[config.mk]
export PLATFORM = sky130hd
export DESIGN_NAME = pad_poller
export DESIGN_NICKNAME = d
export VERILOG_FILES = /design/src/rtl/pad_poll_pkg.sv /design/src/rtl/pp_tick_gen.sv /design/src/rtl/pp_sequencer.sv /design/src/rtl/pp_port_capture.sv /design/src/rtl/pad_poller.sv
export SDC_FILE = /design/constraint.sdc
export NUM_CORES = 1
export LEC_CHECK = 0
export BUFFER_PORTS_ARGS = -buffer_cell sky130_fd_sc_hd__buf_2
export CAP_MARGIN = 20
export CELL_PAD_IN_SITES_DETAIL_PLACEMENT = 1
export CELL_PAD_IN_SITES_GLOBAL_PLACEMENT = 2
export CORE_UTILIZATION = 37
export DETAILED_ROUTE_END_ITERATION = 8
export PLACE_DENSITY = 0.91
export SYNTH_ARGS = -nofsm -noshare
export SYNTH_HDL_FRONTEND = slang
export SYNTH_SLANG_ARGS = --single-unit
[constraint.sdc]
create_clock -name clk -period 3.7 [get_ports clk]
set_input_delay 0.185 -clock clk [delete_from_list [all_inputs] [get_ports clk]]
set_output_delay 0.185 -clock clk [all_outputs]
set_load 0.005 [all_outputs]
[src/rtl/pad_poll_pkg.sv]
package pad_poll_pkg;

    typedef enum logic [2:0] {
        PH_IDLE,
        PH_LATCH,
        PH_GAP,
        PH_CLK_HI,
        PH_CLK_LO
    } phase_e;

    typedef struct packed {
        logic latch;
        logic clk;
    } pad_drive_t;

    // Shared-line levels for each phase of the poll.
    function automatic pad_drive_t drive_of(phase_e ph);
        pad_drive_t d;
        d = '0;
        case (ph)
            PH_LATCH:  d.latch = 1'b1;
            PH_CLK_HI: d.clk   = 1'b1;
            default:   d       = '0;
        endcase
        return d;
    endfunction

    // A sampling instant ends the gap or a clock-low half.
    function automatic logic is_sample_phase(phase_e ph);
        return (ph == PH_GAP) || (ph == PH_CLK_LO);
    endfunction

endpackage

[src/rtl/pp_tick_gen.sv]
module pp_tick_gen #(
    parameter int DIV_W = 8
) (
    input  logic             clk,
    input  logic             rst,
    input  logic             run_i,
    input  logic [DIV_W-1:0] limit_i,
    output logic             tick_o
);
    logic [DIV_W-1:0] cnt_q;

    assign tick_o = run_i && (cnt_q == limit_i);

    always_ff @(posedge clk) begin
        if (rst || !run_i || tick_o) begin
            cnt_q <= '0;
        end else begin
            cnt_q <= cnt_q + DIV_W'(1);
        end
    end

    assert_tick_bound_R2: assert property (@(posedge clk) disable iff (rst)
        run_i |-> (cnt_q <= limit_i))
        else $error("phase counter passed its limit");

endmodule

[src/rtl/pp_sequencer.sv]
module pp_sequencer
    import pad_poll_pkg::*;
#(
    parameter int DIV_W   = 8,
    parameter int SHORT_W = 8,
    parameter int LONG_W  = 16,
    localparam int IDX_W  = $clog2(LONG_W),
    localparam int LEN_W  = IDX_W + 1
) (
    input  logic             clk,
    input  logic             rst,
    input  logic             start_i,
    input  logic             long_mode_i,
    input  logic [DIV_W-1:0] phase_div_i,
    input  logic             tick_i,
    output logic [DIV_W-1:0] div_o,
    output logic             run_o,
    output logic             clear_o,
    output logic             sample_o,
    output logic             last_o,
    output logic [IDX_W-1:0] bit_idx_o,
    output logic             pad_latch_o,
    output logic             pad_clk_o,
    output logic             busy_o,
    output logic             done_o
);
    phase_e           phase_q, phase_d;
    logic [DIV_W-1:0] div_q;
    logic [LEN_W-1:0] len_q;
    logic [IDX_W-1:0] idx_q;
    logic             done_q;
    logic             accept;
    pad_drive_t       drv;

    assign accept    = (phase_q == PH_IDLE) && start_i;
    assign run_o     = (phase_q != PH_IDLE);
    assign busy_o    = run_o;
    assign clear_o   = accept;
    assign div_o     = div_q;
    assign bit_idx_o = idx_q;
    assign sample_o  = tick_i && is_sample_phase(phase_q);
    assign last_o    = ({1'b0, idx_q} == (len_q - LEN_W'(1)));
    assign done_o    = done_q;

    assign drv         = drive_of(phase_q);
    assign pad_latch_o = drv.latch;
    assign pad_clk_o   = drv.clk;

    always_comb begin
        phase_d = phase_q;
        case (phase_q)
            PH_IDLE:   if (start_i) phase_d = PH_LATCH;
            PH_LATCH:  if (tick_i)  phase_d = PH_GAP;
            PH_GAP:    if (tick_i)  phase_d = PH_CLK_HI;
            PH_CLK_HI: if (tick_i)  phase_d = PH_CLK_LO;
            PH_CLK_LO: if (tick_i)  phase_d = last_o ? PH_IDLE : PH_CLK_HI;
            default:                phase_d = PH_IDLE;
        endcase
    end

    always_ff @(posedge clk) begin
        if (rst) begin
            phase_q <= PH_IDLE;
            div_q   <= '0;
            len_q   <= LEN_W'(SHORT_W);
            idx_q   <= '0;
            done_q  <= 1'b0;
        end else begin
            phase_q <= phase_d;
            done_q  <= sample_o && last_o;
            if (accept) begin
                div_q <= phase_div_i;
                len_q <= long_mode_i ? LEN_W'(LONG_W) : LEN_W'(SHORT_W);
                idx_q <= '0;
            end else if (sample_o && !last_o) begin
                idx_q <= idx_q + IDX_W'(1);
            end
        end
    end

    assert_lines_exclusive_R3: assert property (@(posedge clk) disable iff (rst)
        !(pad_latch_o && pad_clk_o))
        else $error("latch and clock high together");

    assert_idle_quiet_R3: assert property (@(posedge clk) disable iff (rst)
        !busy_o |-> (!pad_latch_o && !pad_clk_o))
        else $error("shared lines active while idle");

    assert_done_single_R9: assert property (@(posedge clk) disable iff (rst)
        done_o |=> !done_o)
        else $error("done held longer than one cycle");

    assert_start_ignored_R11: assert property (@(posedge clk) disable iff (rst)
        (busy_o && start_i) |=> ($stable(div_q) && $stable(len_q)))
        else $error("start while busy altered the poll");

    assert_index_in_word_R4: assert property (@(posedge clk) disable iff (rst)
        sample_o |-> ({1'b0, idx_q} < len_q))
        else $error("sample index beyond word length");

endmodule

[src/rtl/pp_port_capture.sv]
module pp_port_capture #(
    parameter int LONG_W = 16,
    localparam int IDX_W = $clog2(LONG_W)
) (
    input  logic              clk,
    input  logic              rst,
    input  logic              clear_i,
    input  logic              sample_i,
    input  logic              last_i,
    input  logic [IDX_W-1:0]  bit_idx_i,
    input  logic              data_n_i,
    output logic [LONG_W-1:0] word_o
);
    logic [LONG_W-1:0] shadow_q;
    logic [LONG_W-1:0] shadow_d;
    logic [LONG_W-1:0] word_q;

    always_comb begin
        shadow_d            = shadow_q;
        shadow_d[bit_idx_i] = ~data_n_i;
    end

    always_ff @(posedge clk) begin
        if (rst) begin
            shadow_q <= '0;
            word_q   <= '0;
        end else begin
            if (clear_i) begin
                shadow_q <= '0;
            end else if (sample_i) begin
                shadow_q <= shadow_d;
                if (last_i) begin
                    word_q <= shadow_d;
                end
            end
        end
    end

    assign word_o = word_q;

    assert_word_holds_R10: assert property (@(posedge clk) disable iff (rst)
        !$stable(word_o) |-> $past(sample_i && last_i))
        else $error("button word changed outside completion");

endmodule

[src/rtl/pad_poller.sv]
module pad_poller #(
    parameter int N_PORTS = 4,
    parameter int DIV_W   = 8,
    parameter int SHORT_W = 8,
    parameter int LONG_W  = 16,
    localparam int IDX_W  = $clog2(LONG_W)
) (
    input  logic                      clk,
    input  logic                      rst,
    input  logic                      start_i,
    input  logic                      long_mode_i,
    input  logic [DIV_W-1:0]          phase_div_i,
    input  logic [N_PORTS-1:0]        pad_data_n_i,
    output logic                      pad_latch_o,
    output logic                      pad_clk_o,
    output logic                      busy_o,
    output logic                      done_o,
    output logic [N_PORTS*LONG_W-1:0] buttons_o
);
    logic             tick;
    logic             run;
    logic             clear;
    logic             sample;
    logic             last;
    logic [DIV_W-1:0] div_q;
    logic [IDX_W-1:0] bit_idx;

    pp_tick_gen #(.DIV_W(DIV_W)) tick_i (
        .clk     (clk),
        .rst     (rst),
        .run_i   (run),
        .limit_i (div_q),
        .tick_o  (tick)
    );

    pp_sequencer #(
        .DIV_W   (DIV_W),
        .SHORT_W (SHORT_W),
        .LONG_W  (LONG_W)
    ) seq_i (
        .clk         (clk),
        .rst         (rst),
        .start_i     (start_i),
        .long_mode_i (long_mode_i),
        .phase_div_i (phase_div_i),
        .tick_i      (tick),
        .div_o       (div_q),
        .run_o       (run),
        .clear_o     (clear),
        .sample_o    (sample),
        .last_o      (last),
        .bit_idx_o   (bit_idx),
        .pad_latch_o (pad_latch_o),
        .pad_clk_o   (pad_clk_o),
        .busy_o      (busy_o),
        .done_o      (done_o)
    );

    for (genvar p = 0; p < N_PORTS; p++) begin : g_port
        pp_port_capture #(.LONG_W(LONG_W)) cap_i (
            .clk       (clk),
            .rst       (rst),
            .clear_i   (clear),
            .sample_i  (sample),
            .last_i    (last),
            .bit_idx_i (bit_idx),
            .data_n_i  (pad_data_n_i[p]),
            .word_o    (buttons_o[p*LONG_W +: LONG_W])
        );
    end

endmodule

After elaboration in Yosys (flattened, before gate mapping)
Cells that the tools add are included.
{ "classes": {"n_addsub": 3, "magnitude_cmp": 2, "n_eq_ne": 11, "n_mux": 16, "bitwise_logic": 5, "reduce_logical": 16} }
{ "op_table": {"columns": ["cell", "n"], "rows": [
  ["$bwmux 16", 4],
  ["$mux 3", 5],
  ["$pmux 3 s5", 1],
  ["$add 8x1->8 const B", 1],
  ["$eq 8x8->1", 1],
  ["$ne 2x1->1 const B", 4],
  ["$eq 3x2->1 const B", 2],
  ["$logic_and 1x1->1", 6],
  ["$eq 4x5->1", 1],
  ["$lt 4x5->1 const B", 1],
  ["$mux 5", 1],
  ["$not 1->1", 5],
  ["$reduce_and 5->1", 1],
  ["$sub 5x1->5 const B", 1],
  ["$add 4x1->4 const B", 1],
  ["$demux 1 s4", 1],
  ["$ge 4x1->1 const B", 1],
  ["$eq 3x1->1 const B", 1],
  ["$eq 3x3->1 const B", 1],
  ["$logic_not 3->1", 1],
  ["$logic_or 1x1->1", 3],
  ["$mux 1", 3],
  ["$reduce_and 3->1", 1],
  ["$reduce_bool 3->1", 1],
  ["4 further kinds", 5]
]} }
{ "word_totals": {"ff_bits": 157, "in_bits": 16, "out_inout_bits": 68, "word_cells": 67} }

Depth between registers and ports, before layout
Gate-level depths: netlist of the first run.
{ "logic_depth": {"depth_word": 5, "ltp_mapped": 8, "depth_no_buf": 7} }

Modules after synthesis
From an unflattened synthesis of the first run, not the netlist that was laid out.
{ "unflattened": {"cells_unflattened": 657, "area_unflattened_um2": 7330.8} }
{ "modules_own_cells": {"columns": ["module", "instances", "cells_per_inst", "area_each_um2", "seq_area_each_um2"], "rows": [
  ["pp_port_capture", 4, 127, 1507.7, 640.6],
  ["pp_sequencer", 1, 101, 825.8, 360.3],
  ["pp_tick_gen", 1, 48, 474.2, 160.2]
]} }

Worst setup path before layout of the first run
OpenSTA, ideal clock, no wires.
{ "synth_timing": {"kind": "register to register", "startpoint": "reg tick_i.cnt_q[4]", "endpoint": "reg seq_i.idx_q[2], in the netlist seq_i.bit_idx_o[2]", "setup_ns": 0.115, "arrival_time_ns": 2.058, "required_ns": 3.585, "path_slack_ns": 1.526, "stages_incl_launch_ff": 8, "path_buffers": 2, "synth_period_minus_slack_ns": 2.174, "path_cell_list": "dfxtp_1 xor2_1 or4_1 buf_6 buf_4 nor4_2 a21boi_0 o21ba_2"} }
{ "synth_between": {"elab_chain_len": 4} }
{ "synth_rtl": {"columns": ["item", "line", "source"], "rows": [
  ["start: declaration", "pp_tick_gen.sv:10", "logic [DIV_W-1:0] cnt_q;"],
  ["start signal: assignment", "pp_tick_gen.sv:18", "cnt_q <= cnt_q + DIV_W'(1);"],
  ["$eq 8x8->1", "pp_tick_gen.sv:12", "assign tick_o = run_i && (cnt_q == limit_i);"],
  ["$logic_and 1x1->1", "pp_tick_gen.sv:12", null],
  ["$logic_and 1x1->1", "pp_sequencer.sv:41", "assign sample_o = tick_i && is_sample_phase(phase_q);"],
  ["$logic_and 1x1->1", "pp_sequencer.sv:75", "end else if (sample_o && !last_o) begin"],
  ["end signal: assignment", "pp_sequencer.sv:76", "idx_q <= idx_q + IDX_W'(1);"],
  ["end: declaration", "pp_sequencer.sv:30", "logic [IDX_W-1:0] idx_q;"]
]} }
Every way passes these cells.
A chain may end at the register's enable or synchronous reset.

Worst setup path after layout of the first run
{ "layout_timing": {"startpoint": "reg seq_i.idx_q[3], in the netlist seq_i.bit_idx_o[3]", "endpoint": "reg g_port[2].cap_i.word_q[6]"} }
{ "layout_between": {"elab_chain_len": 5, "word_cells_on_any_way": 8, "cone_classes": "2 x order compare; 1 x eq/ne; 3 x mux; 2 x reduce/logical"} }
{ "layout_rtl": {"columns": ["item", "line", "source"], "rows": [
  ["$lt 4x5->1 (implied by the code) or $ge 4x1->1 (tied branches)", "pp_port_capture.sv:20", "shadow_d[bit_idx_i] = ~data_n_i;"],
  ["$logic_and 1x1->1 (implied by the code)", "pp_port_capture.sv:20", null],
  ["$mux 1 (implied by the code)", "pp_port_capture.sv:20", null],
  ["$demux 1 s4", null, null],
  ["$bwmux 16", "pp_port_capture.sv:20", null],
  ["end signal: assignment", "pp_port_capture.sv:33", "word_q <= shadow_d;"],
  ["end: declaration", "pp_port_capture.sv:16", "logic [LONG_W-1:0] word_q;"]
]} }
Several ways; a longest one is shown, not always the timed one.

==> flow_results.xml, run 1 <==
<?xml version="1.0" encoding="UTF-8"?>
<metrics>
  <group name="floorplanning">
    <metric name="chipHeight" unit="um">135</metric>
    <metric name="die-width" unit="um">135</metric>
    <metric name="placeable_core_region" unit="mm^2">0.0172</metric>
    <metric name="die_area" unit="mm^2">0.0182</metric>
    <metric name="floorplan.initialDensity" unit="%">37.8</metric>
    <metric name="pin_count" unit="">84</metric>
    <metric name="row_count" unit="">48</metric>
  </group>
  <group name="power_and_ir_drop">
    <metric name="switching_share" unit="%">27.2</metric>
    <metric name="power.density_cell_area" unit="mW/mm^2">545</metric>
    <metric name="power.switching" unit="uW">1140</metric>
    <metric name="share_clk_of_total_power" unit="%">44.2</metric>
    <metric name="cellInternalPower" unit="uW">3060</metric>
    <metric name="combPwrFrac" unit="%">14.4</metric>
    <metric name="cellLeakagePower" unit="uW">0.00266</metric>
    <metric name="power.share.sequential" unit="%">41.4</metric>
    <metric name="max-vdd-ir-drop" unit="V">0.000444</metric>
  </group>
  <group name="worst_hold_path">
    <metric name="hold_path.class" unit="">in2reg</metric>
  </group>
  <group name="finish">
    <metric name="final_layout_size_suffix_gt1_share" unit="%">16.8</metric>
    <metric name="num-fill-cells" unit="">2060</metric>
    <metric name="design.final.nets" unit="">869</metric>
    <metric name="syn_to_final_growth" unit="%">18.5</metric>
    <metric name="antenna-diode-count" unit="">0</metric>
  </group>
  <group name="logic_synthesis">
    <metric name="synth.yosys.seq_area_share" unit="%">47.3</metric>
    <metric name="unique_cell_type_count_in_the_yosys_netlist" unit="">44</metric>
    <metric name="synthesis.area" unit="mm^2">0.00652</metric>
    <metric name="share_of_the_synthesized_area_in_compound_gates_ao_oa_aoi_oai" unit="%">19.7</metric>
    <metric name="synth_seq_cells" unit="">154</metric>
    <metric name="syn-num-nets" unit="">812</metric>
    <metric name="ys_warn_count" unit="">0</metric>
    <metric name="syn-instance-count" unit="">791</metric>
    <metric name="synth-xor-area-share" unit="%">2.15</metric>
    <metric name="synth_flop_cell" unit="">sky130_fd_sc_hd__dfxtp_1</metric>
    <metric name="simple_gate_share_of_the_synthesized_area" unit="%">25.6</metric>
    <metric name="synth_enable_flop_cells" unit="">0</metric>
    <metric name="synth.area.mux_share" unit="%">0.307</metric>
    <metric name="synth-adder-area-share" unit="%">0.960</metric>
    <metric name="synth-async-reset-ratio" unit="%">0</metric>
    <metric name="synth_top_family_by_area" unit="">simple AND/OR/NAND/NOR gates</metric>
    <metric name="synth_area_per_cell" unit="um^2">8.24</metric>
  </group>
  <group name="setup_path">
    <metric name="worst-endpoint-arrival" unit="ps">2990</metric>
    <metric name="worst_setup_path_end_kind" unit="">flop</metric>
    <metric name="timing_worst_setup_path_type" unit="">reg2reg</metric>
    <metric name="r2r_slack" unit="ps">970</metric>
    <metric name="cp_data_required_time" unit="ps">3960</metric>
    <metric name="regToRegEndpoint" unit="">g_port[2].cap_i.word_o[6]</metric>
    <metric name="critical_path.startpoint_type" unit="">flop</metric>
    <metric name="worstReg2RegStart" unit="">seq_i.bit_idx_o[3]</metric>
    <metric name="rr_worst_depth" unit="">6</metric>
    <metric name="critical_path_peak_fanout" unit="">54</metric>
    <metric name="worst_setup_path_startpoint" unit="">seq_i.bit_idx_o[3]</metric>
    <metric name="cp-endpoint" unit="">g_port[2].cap_i.word_o[6]</metric>
  </group>
  <group name="place">
    <metric name="finalWeightedCongestion" unit="">0.716</metric>
    <metric name="place.port_buffers" unit="">83</metric>
    <metric name="hpwl" unit="um">10500</metric>
  </group>
  <group name="clock_tree">
    <metric name="htree_num_levels" unit="">4</metric>
    <metric name="tritoncts" unit="">yes</metric>
    <metric name="cts.reportedPaths.clkPinSlew" unit="ps">60</metric>
    <metric name="cts-buffers-inserted" unit="">17</metric>
    <metric name="clock_path_buffers" unit="">2</metric>
    <metric name="worst_skew_pair_later_pin_latency" unit="ps">420</metric>
    <metric name="cts_num_sinks" unit="">154</metric>
    <metric name="cts_resized" unit="">0</metric>
    <metric name="postCtsSetupRepairBufs" unit="">0</metric>
    <metric name="clk_root_buffer_cell" unit="">sky130_fd_sc_hd__clkbuf_16</metric>
  </group>
  <group name="outcome">
    <metric name="status" unit="">finished clean</metric>
  </group>
  <group name="global_route">
    <metric name="globalRouteMet2Util" unit="%">31.0</metric>
    <metric name="grtUsageTotal" unit="%">19.3</metric>
    <metric name="grt.met1_usage" unit="%">26.1</metric>
    <metric name="pin_count_of_the_biggest_net_entering_global_routing" unit="">69</metric>
    <metric name="gr-max-usage-layer" unit="">met2</metric>
    <metric name="antenna_violations_before_repair" unit="">0</metric>
    <metric name="grtUsageMet3" unit="%">4.20</metric>
    <metric name="grt_first_pass_wirelength" unit="um">27800</metric>
    <metric name="grt_pass1_vias" unit="">5481</metric>
    <metric name="grt_total_ovfl" unit="">0</metric>
  </group>
  <group name="timing">
    <metric name="timing.max_slew.rel_slack" unit="%">34.6</metric>
    <metric name="min_period_over_period" unit="%">73.7</metric>
    <metric name="whs" unit="ps">11.1</metric>
    <metric name="hold_viol_final" unit="">0</metric>
    <metric name="min_period" unit="ps">2730</metric>
    <metric name="fmax" unit="GHz">0.367</metric>
    <metric name="max_slew.worst_pin.slew" unit="ps">980</metric>
    <metric name="fin_setup_tns" unit="ps">0</metric>
    <metric name="slew_viol_final" unit="">0</metric>
    <metric name="final_setup_viols" unit="">0</metric>
    <metric name="rsz0062_at_grt" unit="">no</metric>
    <metric name="final.setup_skew" unit="ps">5.13</metric>
  </group>
  <group name="routing">
    <metric name="total_detailed_routing_wirelength" unit="um">16700</metric>
    <metric name="initialDrtViolationCount" unit="">221</metric>
    <metric name="wire_per_inst" unit="um">15.4</metric>
    <metric name="total_via_count_in_the_routed_design" unit="">5636</metric>
    <metric name="detail-route-antenna-nets" unit="">0</metric>
    <metric name="detailed_route_drc_error_count" unit="">0</metric>
    <metric name="detailedRoute.firstPassIterationCount" unit="">4</metric>
    <metric name="viasPerCell" unit="">5.20</metric>
  </group>
  <group name="job">
    <metric name="drv_cap" unit="">0</metric>
  </group>
</metrics>
-- per-layer routing --
metal	vias to the layer above	wire length, um	part of all wire [%]
li1	2834	-	-
met1	2710	8430	50
met2	79	7640	46
met3	13	480	2.9
met4	0	175	1.0
met5	-	0	0
-- cells in the final DEF (no fill, tap or decap), types with 2 or more instances in the layout --
master,netlist,final
sky130_fd_sc_hd__nor4b_4,4,4
sky130_fd_sc_hd__nor2_1,77,77
sky130_fd_sc_hd__xnor2_1,9,9
sky130_fd_sc_hd__nor4_4,6,6
sky130_fd_sc_hd__nand3_1,10,10
sky130_fd_sc_hd__buf_2,10,83
sky130_fd_sc_hd__dlygate4sd3_1,0,6
sky130_fd_sc_hd__ha_1,5,5
sky130_fd_sc_hd__or4_1,3,2
sky130_fd_sc_hd__clkbuf_16,0,17
sky130_fd_sc_hd__and3_1,2,2
sky130_fd_sc_hd__clkinv_2,0,5
sky130_fd_sc_hd__nand2_1,197,197
sky130_fd_sc_hd__a211oi_1,64,64
sky130_fd_sc_hd__xor2_1,7,7
sky130_fd_sc_hd__o21ai_0,48,48
sky130_fd_sc_hd__and2_1,6,6
sky130_fd_sc_hd__or3b_2,2,2
sky130_fd_sc_hd__nor4_2,8,8
sky130_fd_sc_hd__nor2b_1,3,3
sky130_fd_sc_hd__a31oi_1,2,2
sky130_fd_sc_hd__o211ai_1,17,17
sky130_fd_sc_hd__inv_1,4,4
sky130_fd_sc_hd__nand3b_1,8,8
sky130_fd_sc_hd__bufinv_16,0,5
sky130_fd_sc_hd__dfxtp_1,154,154
sky130_fd_sc_hd__mux2i_1,2,2
sky130_fd_sc_hd__buf_4,1,7
sky130_fd_sc_hd__nor3b_1,2,2
sky130_fd_sc_hd__a21oi_1,76,76
-- synthesized netlist by cell type (2+ instances only) --
cell	count	share of area, %
sky130_fd_sc_hd__nand3b_1	8	0.92
sky130_fd_sc_hd__nand2b_1	2	0.19
sky130_fd_sc_hd__inv_1	4	0.23
sky130_fd_sc_hd__o21ai_0	48	3.7
sky130_fd_sc_hd__buf_2	10	0.77
sky130_fd_sc_hd__nand3_1	10	0.77
sky130_fd_sc_hd__o211ai_1	17	2.0
sky130_fd_sc_hd__a31oi_1	2	0.19
sky130_fd_sc_hd__nor2_1	77	4.4
sky130_fd_sc_hd__mux2i_1	2	0.31
sky130_fd_sc_hd__clkbuf_1	46	2.6
sky130_fd_sc_hd__a211oi_1	64	7.4
sky130_fd_sc_hd__a21oi_1	76	5.8
sky130_fd_sc_hd__or4_1	3	0.35
sky130_fd_sc_hd__or3b_2	2	0.27
sky130_fd_sc_hd__xnor2_1	9	1.2
sky130_fd_sc_hd__dfxtp_1	154	47
sky130_fd_sc_hd__ha_1	5	0.96
sky130_fd_sc_hd__nor4_4	6	2.0
sky130_fd_sc_hd__nand2_1	197	11
sky130_fd_sc_hd__nor3b_1	2	0.23
sky130_fd_sc_hd__xor2_1	7	0.94
sky130_fd_sc_hd__nor4_2	8	1.5
sky130_fd_sc_hd__and2_1	6	0.58
sky130_fd_sc_hd__nor2b_1	3	0.29
sky130_fd_sc_hd__nor4b_4	4	1.5
sky130_fd_sc_hd__and3_1	2	0.19
-- cells by family (layout without fill, tap and decap cells) --
logic type      after synthesis  count (layout)
compound gates              212             212
xor+xnor                     16              16
fa+ha+maj                     5               5
buf+inv                      63             130
flops                       154             154
mux                           2               2
simple gates                339             339
-- stage by stage --
step | instance area [um^2] | total power [uW] | setup WS, ps | cells | utilization [%]
after CTS | 7720 | 4250 | 924 | 1083 | 44.8
final | 7720 | 4210 | 972 | 1083 | 44.8
after detailed placement | 7050 | 2380 | 960 | 1048 | 40.9
after global placement | 7050 | 2370 | 1030 | 1048 | 40.9
after global routing | 7720 | 4380 | 712 | 1083 | 44.8
after floorplan | 6520 | 2250 | 1530 | 791 | -
-- worst max-delay path, cell delays in order (launching register included) --
cell	delay, ps
sky130_fd_sc_hd__dfxtp_1	660
sky130_fd_sc_hd__and3b_1	260
sky130_fd_sc_hd__o211ai_1	230
sky130_fd_sc_hd__or4_2	780
sky130_fd_sc_hd__buf_4	390
sky130_fd_sc_hd__nand2_1	160
sky130_fd_sc_hd__a21oi_1	80
-- registers in the layout, summed over array words and instances, names as in the netlist --
register,cells
g_port.cap_i.shadow_q,64
g_port.cap_i.word_o,64
seq_i.div_o,8
tick_i.cnt_q,8
seq_i.bit_idx_o,4
seq_i.phase_q,3
seq_i.len_q,2
seq_i.done_o,1
-- cell type report --
cell class,instances,area [um^2],area share (%)
multi-input cells,574,3180,41.2
flip-flops and latches,154,3080,39.9
repair buffers,97,548,7.09
clock buffers,19,443,5.73
well taps,225,282,3.64
clock inverters,10,175,2.27
inverters,4,15.0,0.194
-- repair_timing --
action	CTS	global route
setup endpoints to repair	0	0
hold endpoints to repair	6	0
hold buffers	6	0
-- power groups by stage --
stage | Sequential [uW] | Combinational, uW | Clock (uW)
floorplan | 1760 | 482 | 0
global placement | 1770 | 596 | 0
detailed placement | 1780 | 604 | 0
CTS | 1740 | 611 | 1900
global route | 1750 | 659 | 1970
finish | 1740 | 607 | 1860
-- worst min-delay path by stage --
stage | endpoint | startpoint | slack, ps | depth (start not counted)
6_report | seq_i.div_o[7] | phase_div_i[7] | 10 | 3
5_1_grt | seq_i.div_o[7] | phase_div_i[7] | 6 | 3
4_1_cts | seq_i.div_o[7] | phase_div_i[7] | 0.8 | 3
3_5_place_dp | seq_i.div_o[3] | phase_div_i[3] | 440 | 3
3_3_place_gp | seq_i.div_o[2] | phase_div_i[2] | 430 | 3
2_1_floorplan | seq_i.len_q[4] | long_mode_i | 320 | 2
Power figures use the tool's default switching activity.
==> inputs of run 2 (changes only) <==
Settings changed: CORE_UTILIZATION 37 to 31, PLACE_DENSITY 0.91 to 0.83.
Clock period 3.7 ns to 2.4 ns, I/O delays scaled along.
==> flow_results.xml, run 2 (same netlist as run 1, synthesis figures left out) <==
<?xml version="1.0" encoding="UTF-8"?>
<metrics>
  <group name="setup_path">
    <metric name="critical_path.startpoint_type" unit="">flop</metric>
    <metric name="crit_path_max_incr_delay" unit="ps">530</metric>
    <metric name="critical_path_buf_inv_count" unit="">3</metric>
    <metric name="regToRegEndpoint" unit="">g_port[1].cap_i.shadow_q[2]</metric>
    <metric name="timing.critical_path.slowest_stage_cell" unit="">sky130_fd_sc_hd__or4_1</metric>
    <metric name="cp_data_required_time" unit="ps">2740</metric>
    <metric name="worstPathCellList" unit="">xor2_1, or4_1, buf_4, buf_12, nor4b_4, buf_4, nor2_1, a211oi_1</metric>
    <metric name="worst_path_dominant_cell_family" unit="">simple AND/OR/NAND/NOR gates</metric>
    <metric name="worst-endpoint-arrival" unit="ps">2650</metric>
    <metric name="timing.critical_path.mode_cell" unit="">sky130_fd_sc_hd__buf_4</metric>
    <metric name="rr_worst_depth" unit="">8</metric>
    <metric name="critical_path_peak_fanout" unit="">17</metric>
    <metric name="worstReg2RegStart" unit="">tick_i.cnt_q[4]</metric>
    <metric name="r2r_slack" unit="ps">90</metric>
    <metric name="path_depth" unit="">8</metric>
    <metric name="timing_worst_setup_path_type" unit="">reg2reg</metric>
    <metric name="worst_setup_path_end_kind" unit="">flop</metric>
  </group>
  <group name="clock_tree">
    <metric name="htree_num_levels" unit="">4</metric>
    <metric name="clock_path_buffers" unit="">2</metric>
    <metric name="clk_root_buffer_cell" unit="">sky130_fd_sc_hd__clkbuf_16</metric>
    <metric name="worst_skew_pair_later_pin_latency" unit="ps">430</metric>
    <metric name="cts-buffers-inserted" unit="">17</metric>
    <metric name="tritoncts" unit="">yes</metric>
    <metric name="cts.reportedPaths.clkPinSlew" unit="ps">60</metric>
    <metric name="cts_num_sinks" unit="">154</metric>
  </group>
  <group name="routing">
    <metric name="total_detailed_routing_wirelength" unit="um">17800</metric>
    <metric name="viasPerCell" unit="">4.92</metric>
    <metric name="detailed_route_drc_error_count" unit="">0</metric>
    <metric name="total_via_count_in_the_routed_design" unit="">5714</metric>
    <metric name="initialDrtViolationCount" unit="">259</metric>
    <metric name="detail-route-antenna-nets" unit="">0</metric>
    <metric name="wire_per_inst" unit="um">15.3</metric>
    <metric name="detailedRoute.firstPassIterationCount" unit="">4</metric>
  </group>
  <group name="floorplanning">
    <metric name="die-width" unit="um">147</metric>
    <metric name="placeable_core_region" unit="mm^2">0.0204</metric>
    <metric name="row_count" unit="">52</metric>
    <metric name="floorplan.initialDensity" unit="%">31.9</metric>
    <metric name="die_area" unit="mm^2">0.0216</metric>
    <metric name="pin_count" unit="">84</metric>
    <metric name="chipHeight" unit="um">147</metric>
  </group>
  <group name="power_and_ir_drop">
    <metric name="max-vdd-ir-drop" unit="V">0.000515</metric>
    <metric name="cellLeakagePower" unit="uW">0.00284</metric>
    <metric name="power.density_cell_area" unit="mW/mm^2">812</metric>
    <metric name="design_power_total" unit="uW">6570</metric>
  </group>
  <group name="place">
    <metric name="place.port_buffers" unit="">83</metric>
    <metric name="hpwl" unit="um">11400</metric>
    <metric name="dpl_worst_slack" unit="ps">118</metric>
    <metric name="dp.cells" unit="">1117</metric>
    <metric name="finalWeightedCongestion" unit="">0.707</metric>
  </group>
  <group name="timing">
    <metric name="min_period_over_period" unit="%">96.3</metric>
    <metric name="max_slew.worst_pin.slew" unit="ps">857</metric>
    <metric name="whs" unit="ps">65.7</metric>
    <metric name="fmax" unit="GHz">0.433</metric>
    <metric name="min_period" unit="ps">2310</metric>
    <metric name="timing.max_slew.rel_slack" unit="%">42.8</metric>
    <metric name="final.setup_skew" unit="ps">10.0</metric>
    <metric name="setup_ws" unit="ps">89.9</metric>
    <metric name="slew_viol_final" unit="">0</metric>
    <metric name="hold_viol_final" unit="">0</metric>
    <metric name="final_setup_viols" unit="">0</metric>
  </group>
  <group name="worst_hold_path">
    <metric name="min_to" unit="">tick_i.cnt_q[0]</metric>
    <metric name="hp-start" unit="">rst</metric>
    <metric name="whs_path_depth" unit="">3</metric>
    <metric name="hold_path.class" unit="">in2reg</metric>
  </group>
  <group name="finish">
    <metric name="number_of_standard_cells_in_the_final_layout_excluding_fillers" unit="">1161</metric>
    <metric name="syn_to_final_growth" unit="%">24.0</metric>
    <metric name="layout_common_cells" unit="">sky130_fd_sc_hd__nand2_1, sky130_fd_sc_hd__dfxtp_1, sky130_fd_sc_hd__buf_2</metric>
    <metric name="layout.cells.most_common" unit="">sky130_fd_sc_hd__nand2_1</metric>
    <metric name="num-fill-cells" unit="">2468</metric>
    <metric name="final_layout_size_suffix_gt1_share" unit="%">19.5</metric>
    <metric name="design.final.nets" unit="">900</metric>
    <metric name="antenna-diode-count" unit="">0</metric>
    <metric name="post-route-util" unit="%">39.6</metric>
  </group>
  <group name="global_route">
    <metric name="grt_pass1_vias" unit="">5899</metric>
    <metric name="grtUsageTotal" unit="%">17.3</metric>
    <metric name="grt_first_pass_wirelength" unit="um">29900</metric>
    <metric name="grt_total_ovfl" unit="">0</metric>
    <metric name="antenna_violations_before_repair" unit="">0</metric>
    <metric name="pin_count_of_the_biggest_net_entering_global_routing" unit="">79</metric>
  </group>
  <group name="job">
    <metric name="drv_cap" unit="">0</metric>
  </group>
  <group name="outcome">
    <metric name="status" unit="">finished clean</metric>
  </group>
</metrics>
run 2: worst max-delay path by stage:
| stage | start | endpoint | slack [ps] |
|---|---|---|---|
| after detailed placement | tick_i.cnt_q[4] | g_port[2].cap_i.shadow_q[6] | 120 |
| after global routing | tick_i.cnt_q[4] | g_port[1].cap_i.shadow_q[2] | -10 |
| after floorplan | tick_i.cnt_q[4] | seq_i.bit_idx_o[2] | 230 |
| after global placement | tick_i.cnt_q[4] | g_port[3].cap_i.word_o[15] | 190 |
| after CTS | tick_i.cnt_q[4] | g_port[2].cap_i.shadow_q[2] | 30 |
| final | tick_i.cnt_q[4] | g_port[1].cap_i.shadow_q[2] | 90 |
run 2: per-layer routing:
metal  up-vias  GRT usage (%)  wire length, um
met1      2710           22.7             8710
met4         0           6.24              285
li1       2906              -                -
met3        23           3.11              517
met5         -              0                0
met2        75           28.6             8270
run 2: stage by stage:
stage          area (um^2)  setup TNS, ps
4_1_cts               8040              0
2_1_floorplan         6520              0
5_1_grt               8090          -18.7
3_3_place_gp          7330              0
3_5_place_dp          7330              0
6_report              8090              0
run 2: final cells by class:
type	count	area (um^2)	share of cell area, %
Clock buffer	20	447	5.52
Multi-Input combinational cell	574	3180	39.4
Tap cell	270	338	4.18
Inverter	4	15.0	0.186
Timing Repair Buffer	128	851	10.5
Clock inverter	11	169	2.09
Sequential cell	154	3080	38.1
run 2: timing repair:
action	in CTS	in global routing
hold buffers	9	0
setup buffers	0	4
endpoints found under the hold margin	9	0
gates resized for setup	0	4
setup endpoints to repair	0	30
run 2: tightest hold or removal path: cells and delay by family:
family	cells	cell delay (ps)
buffers and inverters	1	100
AND/OR/NAND/NOR	2	220
run 2: power breakdown:
| part | total [uW] | switching [uW] | internal, uW |
|---|---|---|---|
| combinational | 1050 | 718 | 329 |
| clock | 2840 | 1080 | 1760 |
| sequential | 2680 | 58.9 | 2620 |
| total | 6570 | 1850 | 4710 |
==> inputs of run 3 (changes only) <==
Settings changed: REMOVE_ABC_BUFFERS set to 1.
==> flow_results.xml, run 3 (same netlist as run 1, synthesis figures left out) <==
<?xml version="1.0" encoding="UTF-8"?>
<metrics>
  <group name="outcome">
    <metric name="status" unit="">finished clean</metric>
  </group>
  <group name="timing">
    <metric name="setup_ws" unit="ps">110</metric>
    <metric name="hold_viol_final" unit="">0</metric>
    <metric name="final.setup_skew" unit="ps">8.94</metric>
    <metric name="slew_viol_final" unit="">0</metric>
    <metric name="timing.max_slew.rel_slack" unit="%">42.6</metric>
    <metric name="whs" unit="ps">207</metric>
    <metric name="min_period_over_period" unit="%">95.4</metric>
    <metric name="max_slew.worst_pin.slew" unit="ps">862</metric>
    <metric name="min_period" unit="ps">2290</metric>
    <metric name="rsz0062_at_grt" unit="">no</metric>
    <metric name="final_setup_viols" unit="">0</metric>
    <metric name="fmax" unit="GHz">0.437</metric>
  </group>
  <group name="routing">
    <metric name="total_via_count_in_the_routed_design" unit="">5638</metric>
    <metric name="detailedRoute.firstPassIterationCount" unit="">4</metric>
    <metric name="detail-route-antenna-nets" unit="">0</metric>
    <metric name="total_detailed_routing_wirelength" unit="um">16900</metric>
    <metric name="wire_per_inst" unit="um">14.6</metric>
    <metric name="initialDrtViolationCount" unit="">271</metric>
    <metric name="detailed_route_drc_error_count" unit="">0</metric>
    <metric name="viasPerCell" unit="">4.85</metric>
  </group>
  <group name="global_route">
    <metric name="grt_pass1_vias" unit="">5624</metric>
    <metric name="grtUsageTotal" unit="%">16.4</metric>
    <metric name="pin_count_of_the_biggest_net_entering_global_routing" unit="">79</metric>
    <metric name="antenna_violations_before_repair" unit="">0</metric>
    <metric name="grt_total_ovfl" unit="">0</metric>
    <metric name="grt_first_pass_wirelength" unit="um">28400</metric>
  </group>
  <group name="place">
    <metric name="place.port_buffers" unit="">83</metric>
    <metric name="post_detailed_placement_cell_area" unit="mm^2">0.00731</metric>
    <metric name="finalWeightedCongestion" unit="">0.725</metric>
    <metric name="dpl_worst_slack" unit="ps">64.7</metric>
    <metric name="hpwl" unit="um">10900</metric>
    <metric name="dp.cells" unit="">1115</metric>
  </group>
  <group name="floorplanning">
    <metric name="row_count" unit="">52</metric>
    <metric name="die-width" unit="um">147</metric>
    <metric name="pin_count" unit="">84</metric>
    <metric name="die_area" unit="mm^2">0.0216</metric>
    <metric name="placeable_core_region" unit="mm^2">0.0204</metric>
    <metric name="floorplan.initialDensity" unit="%">31.9</metric>
    <metric name="chipHeight" unit="um">147</metric>
  </group>
  <group name="setup_path">
    <metric name="timing.critical_path.slowest_stage_cell" unit="">sky130_fd_sc_hd__or4_2</metric>
    <metric name="r2r_slack" unit="ps">110</metric>
    <metric name="worstReg2RegStart" unit="">seq_i.div_o[4]</metric>
    <metric name="regToRegEndpoint" unit="">g_port[3].cap_i.word_o[2]</metric>
    <metric name="worstPathCellList" unit="">xor2_1, or4_4, or4_2, buf_4, nand2_1, a21oi_1</metric>
    <metric name="critical_path_buf_inv_count" unit="">1</metric>
    <metric name="cp_data_required_time" unit="ps">2670</metric>
    <metric name="timing_worst_setup_path_type" unit="">reg2reg</metric>
    <metric name="critical_path_peak_fanout" unit="">21</metric>
    <metric name="worst_path_dominant_cell_family" unit="">simple AND/OR/NAND/NOR gates</metric>
    <metric name="worst-endpoint-arrival" unit="ps">2560</metric>
    <metric name="worst_setup_path_end_kind" unit="">flop</metric>
    <metric name="rr_worst_depth" unit="">6</metric>
    <metric name="critical_path.startpoint_type" unit="">flop</metric>
    <metric name="crit_path_max_incr_delay" unit="ps">680</metric>
  </group>
  <group name="finish">
    <metric name="design_area" unit="mm^2">0.00807</metric>
    <metric name="number_of_standard_cells_in_the_final_layout_excluding_fillers" unit="">1163</metric>
    <metric name="layout_common_cells" unit="">sky130_fd_sc_hd__nand2_1, sky130_fd_sc_hd__dfxtp_1, sky130_fd_sc_hd__buf_2</metric>
    <metric name="antenna-diode-count" unit="">0</metric>
    <metric name="syn_to_final_growth" unit="%">23.8</metric>
    <metric name="layout.cells.most_common" unit="">sky130_fd_sc_hd__nand2_1</metric>
    <metric name="final_layout_size_suffix_gt1_share" unit="%">20.0</metric>
    <metric name="num-fill-cells" unit="">2483</metric>
    <metric name="design.final.nets" unit="">901</metric>
  </group>
  <group name="clock_tree">
    <metric name="cts-buffers-inserted" unit="">17</metric>
    <metric name="tritoncts" unit="">yes</metric>
    <metric name="worst_skew_pair_later_pin_latency" unit="ps">430</metric>
    <metric name="cts_num_sinks" unit="">154</metric>
    <metric name="clk_root_buffer_cell" unit="">sky130_fd_sc_hd__clkbuf_16</metric>
    <metric name="cts.reportedPaths.clkPinSlew" unit="ps">70</metric>
    <metric name="htree_num_levels" unit="">4</metric>
    <metric name="clock_path_buffers" unit="">2</metric>
  </group>
  <group name="power_and_ir_drop">
    <metric name="max-vdd-ir-drop" unit="V">0.000506</metric>
    <metric name="cellLeakagePower" unit="uW">0.00283</metric>
    <metric name="design_power_total" unit="uW">6530</metric>
    <metric name="power.density_cell_area" unit="mW/mm^2">810</metric>
  </group>
  <group name="worst_hold_path">
    <metric name="hold_path.class" unit="">in2reg</metric>
    <metric name="min_to" unit="">tick_i.cnt_q[1]</metric>
    <metric name="hp-start" unit="">rst</metric>
    <metric name="whs_path_depth" unit="">3</metric>
  </group>
  <group name="job">
    <metric name="drv_cap" unit="">0</metric>
  </group>
</metrics>
[run 3: per-layer routing]
metal / global-route usage, % / vias up / wire length (um)
met3: 4.22 / 14 / 571
met4: 4.18 / 0 / 119
li1: - / 2901 / -
met2: 26.9 / 70 / 8100
met5: 0 / - / 0
met1: 21.4 / 2653 / 8130
[run 3: area by class of cell]
class	count	area [um^2]	area share, %
clock buffer	17	425	5.27
clock inverter	15	176	2.19
inverter	4	15.0	0.186
multi-input combinational	574	3180	39.4
sequential	154	3080	38.2
tap	270	338	4.19
timing repair buffer	129	848	10.5
[run 3: through the flow]
step	setup TNS [ps]	utilization, %
final	0	39.5
after global routing	0	39.5
after CTS	0	39.2
after detailed placement	0	35.8
after global placement	0	35.8
after floorplan	-133970	-
[run 3: worst max-delay path by stage]
stage	start	end	slack, ps	cells after the start
after floorplan	tick_i.cnt_q[2]	g_port[0].cap_i.word_o[0]	-1640	5
after global placement	seq_i.div_o[4]	seq_i.bit_idx_o[3]	140	6
after detailed placement	seq_i.div_o[4]	g_port[1].cap_i.shadow_q[5]	60	7
after CTS	seq_i.div_o[4]	g_port[1].cap_i.shadow_q[5]	40	7
after global routing	tick_i.cnt_q[4]	g_port[2].cap_i.shadow_q[6]	10	8
final	seq_i.div_o[4]	g_port[3].cap_i.word_o[2]	110	6
[run 3: worst reg2reg max path, cell delays in order, from the launching register on]
cell and delay [ps]:
sky130_fd_sc_hd__dfxtp_1 330, sky130_fd_sc_hd__xor2_1 170, sky130_fd_sc_hd__or4_4 530, sky130_fd_sc_hd__or4_2 690, sky130_fd_sc_hd__buf_4 250, sky130_fd_sc_hd__nand2_1 110
sky130_fd_sc_hd__a21oi_1 60
[run 3: report_power, final]
part	leakage (uW)	switching, uW	total, uW	internal [uW]
Clock	0.000295	1190	2770	1570
Combinational	0.00129	713	1090	376
Sequential	0.00124	60.0	2680	2620
Total	0.00283	1970	6530	4570
[run 3: repair_timing]
item,in CTS,in global routing
resized for setup,0,6
hold buffers,9,0
setup buffers,1,6
pin swaps,1,5
hold endpoints to repair,9,0
setup endpoints to repair,1,41
